===== src/rtl/dcl_pkg.sv =====
package dcl_pkg;

   typedef enum logic [3:0] {
      S_HOLD11 = 4'd0,
      S_IDLE   = 4'd1,
      S_LPREQ  = 4'd2,
      S_PREP   = 4'd3,
      S_ZERO   = 4'd4,
      S_PRE    = 4'd5,
      S_RUN    = 4'd6,
      S_POST   = 4'd7,
      S_TRAIL  = 4'd8
   } state_e;

   typedef struct packed {
      logic lp_p;
      logic lp_n;
      logic hs_en;
      logic clk_run;
      logic ready;
   } line_t;

   localparam line_t LINE_IDLE = '{lp_p: 1'b1, lp_n: 1'b1, hs_en: 1'b0,
                                   clk_run: 1'b0, ready: 1'b0};

   // ceiling division, never below one cycle
   function automatic int cdiv(input int num, input int den);
      int q;
      q = (num + den - 1) / den;
      return (q < 1) ? 1 : q;
   endfunction

   function automatic int imax(input int a, input int b);
      return (a > b) ? a : b;
   endfunction

endpackage


===== src/rtl/dcl_timer.sv =====
module dcl_timer #(
   parameter int CW      = 8,
   parameter int RST_VAL = 0
) (
   input  logic          clk,
   input  logic          rst_n,
   input  logic          load_i,
   input  logic [CW-1:0] load_val_i,
   output logic          done_o
);

   logic [CW-1:0] cnt_q;

   always_ff @(posedge clk or negedge rst_n) begin
      if (!rst_n)             cnt_q <= CW'(RST_VAL);
      else if (load_i)        cnt_q <= load_val_i;
      else if (cnt_q != '0)   cnt_q <= cnt_q - 1'b1;
   end

   assign done_o = (cnt_q == '0);

endmodule


===== src/rtl/dcl_fsm.sv =====
module dcl_fsm
   import dcl_pkg::*;
#(
   parameter int CW      = 8,
   parameter int LPX_C   = 13,
   parameter int PREP_C  = 10,
   parameter int ZERO_C  = 65,
   parameter int PRE_C   = 1,
   parameter int POST_C  = 22,
   parameter int TRAIL_C = 15
) (
   input  logic          clk,
   input  logic          rst_n,
   input  logic          hs_req_i,
   input  logic          data_lp_i,
   input  logic          done_i,
   output state_e        state_o,
   output logic          load_o,
   output logic [CW-1:0] load_val_o
);

   state_e st_q, st_d;

   always_comb begin
      st_d       = st_q;
      load_o     = 1'b0;
      load_val_o = '0;
      unique case (st_q)
         S_HOLD11: if (done_i) st_d = S_IDLE;
         S_IDLE: if (hs_req_i) begin
            st_d = S_LPREQ; load_o = 1'b1; load_val_o = CW'(LPX_C - 1);
         end
         S_LPREQ: if (done_i) begin
            st_d = S_PREP; load_o = 1'b1; load_val_o = CW'(PREP_C - 1);
         end
         S_PREP: if (done_i) begin
            st_d = S_ZERO; load_o = 1'b1; load_val_o = CW'(ZERO_C - 1);
         end
         S_ZERO: if (done_i) begin
            st_d = S_PRE; load_o = 1'b1; load_val_o = CW'(PRE_C - 1);
         end
         S_PRE: if (done_i) st_d = S_RUN;
         S_RUN: if (data_lp_i && !hs_req_i) begin
            st_d = S_POST; load_o = 1'b1; load_val_o = CW'(POST_C - 1);
         end
         S_POST: if (done_i) begin
            st_d = S_TRAIL; load_o = 1'b1; load_val_o = CW'(TRAIL_C - 1);
         end
         S_TRAIL: if (done_i) begin
            st_d = S_HOLD11; load_o = 1'b1; load_val_o = CW'(LPX_C - 1);
         end
         default: st_d = S_HOLD11;
      endcase
   end

   always_ff @(posedge clk or negedge rst_n) begin
      if (!rst_n) st_q <= S_HOLD11;
      else        st_q <= st_d;
   end

   assign state_o = st_q;

endmodule


===== src/rtl/dcl_line_enc.sv =====
module dcl_line_enc
   import dcl_pkg::*;
#(
   parameter bit OUT_REG = 1'b1
) (
   input  logic   clk,
   input  logic   rst_n,
   input  state_e state_i,
   output line_t  line_o
);

   line_t line_d;

   always_comb begin
      line_d = LINE_IDLE;
      unique case (state_i)
         S_HOLD11, S_IDLE: line_d = LINE_IDLE;
         S_LPREQ: line_d = '{lp_p: 1'b0, lp_n: 1'b1, hs_en: 1'b0, clk_run: 1'b0, ready: 1'b0};
         S_PREP:  line_d = '{lp_p: 1'b0, lp_n: 1'b0, hs_en: 1'b0, clk_run: 1'b0, ready: 1'b0};
         S_ZERO, S_TRAIL:
                  line_d = '{lp_p: 1'b0, lp_n: 1'b0, hs_en: 1'b1, clk_run: 1'b0, ready: 1'b0};
         S_PRE, S_POST:
                  line_d = '{lp_p: 1'b0, lp_n: 1'b0, hs_en: 1'b1, clk_run: 1'b1, ready: 1'b0};
         S_RUN:   line_d = '{lp_p: 1'b0, lp_n: 1'b0, hs_en: 1'b1, clk_run: 1'b1, ready: 1'b1};
         default: line_d = LINE_IDLE;
      endcase
   end

   generate
      if (OUT_REG) begin : g_reg
         line_t line_q;
         always_ff @(posedge clk or negedge rst_n) begin
            if (!rst_n) line_q <= LINE_IDLE;
            else        line_q <= line_d;
         end
         assign line_o = line_q;
      end else begin : g_comb
         assign line_o = line_d;
      end
   endgenerate

endmodule


===== src/rtl/dphy_clk_lane_seq.sv =====
module dphy_clk_lane_seq
   import dcl_pkg::*;
#(
   parameter int CLK_PERIOD_PS = 4000,
   parameter int UI_PS         = 500,
   parameter int LPX_PS        = 50000,
   parameter int PREP_MIN_PS   = 38000,
   parameter int PREP_MAX_PS   = 95000,
   parameter int PREP_ZERO_PS  = 300000,
   parameter int PRE_UI        = 8,
   parameter int POST_PS       = 60000,
   parameter int POST_UI       = 52,
   parameter int TRAIL_PS      = 60000,
   parameter bit OUT_REG       = 1'b1
) (
   input  logic clk,
   input  logic rst_n,
   input  logic hs_req_i,
   input  logic data_lp_i,
   output logic lp_p_o,
   output logic lp_n_o,
   output logic hs_en_o,
   output logic hs_clk_run_o,
   output logic clk_ready_o
);

   localparam int LPX_C   = cdiv(LPX_PS, CLK_PERIOD_PS);
   localparam int PREP_C  = cdiv(PREP_MIN_PS, CLK_PERIOD_PS);
   localparam int TOTZ_C  = cdiv(PREP_ZERO_PS, CLK_PERIOD_PS);
   localparam int ZERO_C  = (TOTZ_C > PREP_C) ? (TOTZ_C - PREP_C) : 1;
   localparam int PRE_C   = cdiv(PRE_UI * UI_PS, CLK_PERIOD_PS);
   localparam int POST_C  = cdiv(POST_PS + POST_UI * UI_PS, CLK_PERIOD_PS);
   localparam int TRAIL_C = cdiv(TRAIL_PS, CLK_PERIOD_PS);
   localparam int MAX_C   = imax(imax(imax(LPX_C, PREP_C), imax(ZERO_C, PRE_C)),
                                 imax(POST_C, TRAIL_C));
   localparam int CW      = $clog2(MAX_C + 1);

   generate
      if (CLK_PERIOD_PS <= 0 || UI_PS <= 0) begin : g_bad_period
         $error("clock period and UI must be positive");
      end
      if (PREP_C * CLK_PERIOD_PS > PREP_MAX_PS) begin : g_bad_prep
         $error("prepare window cannot be met at this clock period");
      end
   endgenerate

   state_e          state;
   logic            load;
   logic [CW-1:0]   load_val;
   logic            done;
   line_t           line;

   dcl_timer #(.CW(CW), .RST_VAL(LPX_C - 1)) u_timer (
      .clk        (clk),
      .rst_n      (rst_n),
      .load_i     (load),
      .load_val_i (load_val),
      .done_o     (done)
   );

   dcl_fsm #(
      .CW(CW), .LPX_C(LPX_C), .PREP_C(PREP_C), .ZERO_C(ZERO_C),
      .PRE_C(PRE_C), .POST_C(POST_C), .TRAIL_C(TRAIL_C)
   ) u_fsm (
      .clk        (clk),
      .rst_n      (rst_n),
      .hs_req_i   (hs_req_i),
      .data_lp_i  (data_lp_i),
      .done_i     (done),
      .state_o    (state),
      .load_o     (load),
      .load_val_o (load_val)
   );

   dcl_line_enc #(.OUT_REG(OUT_REG)) u_enc (
      .clk     (clk),
      .rst_n   (rst_n),
      .state_i (state),
      .line_o  (line)
   );

   assign lp_p_o       = line.lp_p;
   assign lp_n_o       = line.lp_n;
   assign hs_en_o      = line.hs_en;
   assign hs_clk_run_o = line.clk_run;
   assign clk_ready_o  = line.ready;

endmodule


===== config.mk =====
export PLATFORM = sky130hd
export DESIGN_NAME = dphy_clk_lane_seq
export DESIGN_NICKNAME = d
export VERILOG_FILES = /design/src/rtl/dcl_pkg.sv /design/src/rtl/dcl_timer.sv /design/src/rtl/dcl_fsm.sv /design/src/rtl/dcl_line_enc.sv /design/src/rtl/dphy_clk_lane_seq.sv
export SDC_FILE = /design/constraint.sdc
export NUM_CORES = 1
export LEC_CHECK = 0
export BUFFER_PORTS_ARGS = -buffer_cell sky130_fd_sc_hd__clkbuf_2
export CORE_MARGIN = 4
export CORE_UTILIZATION = 51
export CTS_CLUSTER_DIAMETER = 50
export DETAILED_ROUTE_END_ITERATION = 8
export PLACE_DENSITY_LB_ADDON = 0.25
export SYNTH_ARGS = -nofsm -noshare
export SYNTH_HDL_FRONTEND = slang
export SYNTH_SLANG_ARGS = --single-unit

===== constraint.sdc =====
create_clock -name clk -period 1.54 [get_ports clk]
set_input_delay 0 -clock clk [delete_from_list [all_inputs] [get_ports clk]]
set_output_delay 0 -clock clk [all_outputs]
set_load 0.05 [all_outputs]

==> results.md <==
- Status: complete, but fails checks
- Violated checks: setup timing
- Min Tclk post-route: between 1.5 and 2 ns
- DR iter-0 viols: 9
- Total GRT Usage: 0.1918
- Syn_area_per_cell: between 9 and 10 sq um
- Ports: 9
- IO Port Bufs: 8
- Final hold vios: 0
- Total of max-cap violations: 0
- Final #Nets: around 130
- N_diodes: 0
- Global route overflow: 0
- Vias in the first global route: about 850
- Final cell count without fillers: between 150 and 200
- R2r setup slk: -0.04 ns
- Crit share post-route: 1.025
- First drt pass iteration count: 4
- Synth Area in XOR/XNOR: 0.05548
- Max VDD drop: approximately 830 uV
- Fin. max-slew vios: 0
- CP required: roughly 1.7 ns
- Max transition margin: 0.7310
- Initial antenna violation count: 0
- Post-Synth Adder-Cell Area: 0.01321
- Crit-path slowest cell: dfrtp_1
- Clk pin slew, worst setup/hold paths: 0.10 ns
- CP arrival: 1.76 ns
- Post-detailed-placement half-perimeter wirelength: between 1500 and 2000 microns
- Setup TNS: -0.1375 ns
- Ys async rst share: 1.000
- Min-Delay Path Depth: 3
- Routed via count: ~840
- Critical path, cell by cell: inv_1, ha_2, nor3b_4, buf_4, a2111oi_4, xnor2_1, nor2_1
- Fill count: 141
- Vias per Instance: 5.539
- Total Wirelength: 2225 microns
- R2r worst-path depth: 7
- DIE HEIGHT: ~51 microns
- Largest family of logic cells by synthesized area: simple AND/OR/NAND/NOR gates
- Cell with the most instances after synthesis: dfrtp_1
- Initial Util: 0.5427
- Post-synth EDFFs: 0
- Tightest Pin Transition: 0.4035 ns
- Placed cells: approximately 140
- Post-synth top area cell: dfrtp_1
- CP Launch Type: register
- Largest net degree at the start of global routing: 17
- Leak: 0.0005710 uW
- Cells after Synth: 100
- Hold WC Path Type: input port to register
- Final Skew: 0.006936 ns
- Fmax: around 630 MHz
- Post-synth top cells: 12 x dfrtp_1, 10 x nor2_1, 8 x nand2_1
- Clock Sinks: 16
- Seq/Total Area, Yosys: 0.4280
- Ys flop type: dfrtp_1
- Synthesized area: between 900 and 1000 sq um
- Reg area: between 400 and 500 sq um
- Hold Crit Start: data_lp_i
- DP Worst Slack: -0.1257 ns
- Mux cell area share after synthesis: 0
- Post-Syn Nets: ~110
- RSZ-0062 raised after global routing: true
- Synth Area in Simple Gates: 0.2378
- Crit end category: register
- Total die area: 2611 sq um
- First-pass GRT wire length: between 3000 and 4000 microns
- H-tree Lvls: 1
- Root Buffer: clkbuf_4
- Routed WL per cell: ~15 microns
- Critical Path Fanout Max: 4
- Area Growth Syn to Fin: 32.23%
- Bufs on Longest Clock Path: 2
- Post-synthesis compound-gate area fraction: 0.2100
- Synth Register Bits: 16
- Top cell type's share of synthesized area: 0.3170
- CTS tree: built
- Layout cells sized above 1: 0.4173
- Top cells by area, synth: dfrtp_1 32%, dfstp_2 11%, xnor2_1 4.6%, nor2_1 4.0%, nand2_1 3.2%
- FP Rows: 15
- Final WS setup: -0.03791 ns
- Hold slack: just under 0.07 ns
- Finish-stage setup viols: 5
- Syn. warnings: 0
- Post-DRT Antenna Nets: 0
- Worst r2r src: u_timer.cnt_q[1]$_DFFE_PN0P_
- PwrDens: about 1500 nW/um^2
- Worst path max stage delay: 0.39 ns
- Critical path type: register to register
- Synth unique cells: 40
- Inserted Clock Buffers: 3
- Drc violations: 0
- Area occupied by multi-input gates: roughly 560 sq um
- Hold endpoint: u_timer.cnt_q[4]$_DFFE_PN0P_
- R2r endpoint: u_timer.cnt_q[5]$_DFFE_PN0P_
- Die Width: between 50 and 60 microns
- Routability cong.: 0.8730
- Clock Latency Late Sink: between 0.2 and 0.3 ns
- Core area: approximately 1700 sq um
[sequential cells by signal, summed over array words and instances, names as in the netlist]
| register | cells |
|---|---|
| u_timer.cnt_q | 7 |
| u_enc.line_o | 5 |
| u_fsm.state_o | 4 |
[final cells by class]
cell class | instances | share of cell area
tap | 25 | 0.02498
clock buffer | 4 | 0.02897
timing repair buffer | 28 | 0.1568
sequential | 16 | 0.3247
multi-input combinational | 72 | 0.4436
inverter | 7 | 0.02098
[per-layer routing]
layer  vias to the layer above  track usage  share of wire
li1                        417            -              -
met4                         0      0.08072          0.017
met2                        16       0.3219           0.51
met3                         5      0.02624          0.025
met1                       404       0.2454           0.45
met5                         -            0              0
[worst max-delay path: cells and delay by family, from the launching register on]
family	cells	cell delay (ns)
flops	1	0.39
compound gates	1	0.31
simple gates	2	0.22
buf+inv	2	0.21
fa+ha+maj	1	0.17
xor+xnor	1	0.17
[what timing repair did]
| action | in CTS | in global routing |
|---|---|---|
| gates resized for setup | 3 | 11 |
| setup endpoints to repair | 7 | 10 |
| hold buffers | 1 | 0 |
| pin swaps | 4 | 9 |
| buffers inserted | 2 | 4 |
| cloned | 0 | 0 |
| hold endpoints to repair | 16 | 0 |
[logic make-up (layout without fill, tap and decap cells)]
kind of cell | after synthesis | in the layout
compound gates | 26 | 26
xor+xnor | 6 | 6
fa+ha+maj | 1 | 1
buf+inv | 12 | 39
flops | 16 | 16
simple gates | 39 | 39
[where the power goes]
group / internal [uW] / leakage (uW) / switching [uW] / total [uW]
clock network: 144 / 0.0000210 / 135 / 279
logic: 401 / 0.000364 / 449 / 850
registers: 581 / 0.000186 / 128 / 708
[layout by cell type, fill, tap and decap left out, drive strengths merged, types with 3 or more instances in the layout]
master  netlist  final
clkbuf        1     12
o31ai         3      3
nor3b         3      3
dfrtp        12     12
nand2b        4      4
nand2         8      8
dfstp         4      4
o21ai         5      5
a21oi         5      5
buf           4     19
xnor2         5      5
nand3         4      4
nor2         10     10
inv           7      7
[worst max path at each step]
| stage | start | to | cells past startpoint |
|---|---|---|---|
| 6_report | u_timer.cnt_q[1]$_DFFE_PN0P_ | u_timer.cnt_q[5]$_DFFE_PN0P_ | 7 |
| 4_1_cts | u_timer.cnt_q[1]$_DFFE_PN0P_ | u_fsm.state_o[2]$_DFFE_PN0P_ | 7 |
| 3_3_place_gp | u_timer.cnt_q[1]$_DFFE_PN0P_ | u_fsm.state_o[0]$_DFFE_PN0P_ | 6 |
| 5_1_grt | u_timer.cnt_q[1]$_DFFE_PN0P_ | u_fsm.state_o[0]$_DFFE_PN0P_ | 6 |
| 2_1_floorplan | u_timer.cnt_q[0]$_DFFE_PN0P_ | u_fsm.state_o[0]$_DFFE_PN0P_ | 7 |
| 3_5_place_dp | u_timer.cnt_q[1]$_DFFE_PN0P_ | u_fsm.state_o[0]$_DFFE_PN0P_ | 6 |
[per-stage QoR]
| stage | total power (uW) | utilization | area, sq um |
|---|---|---|---|
| finish | 1837 | 0.7176 | 1252 |
| global route | 1965 | 0.7176 | 1252 |
| CTS | 1766 | 0.6674 | 1165 |
| detailed placement | 1462 | 0.6272 | 1095 |
| global placement | 1435 | 0.6272 | 1095 |
| floorplan | 1228 | - | 955.9 |
No activity file was read; power rests on OpenSTA's default activity.
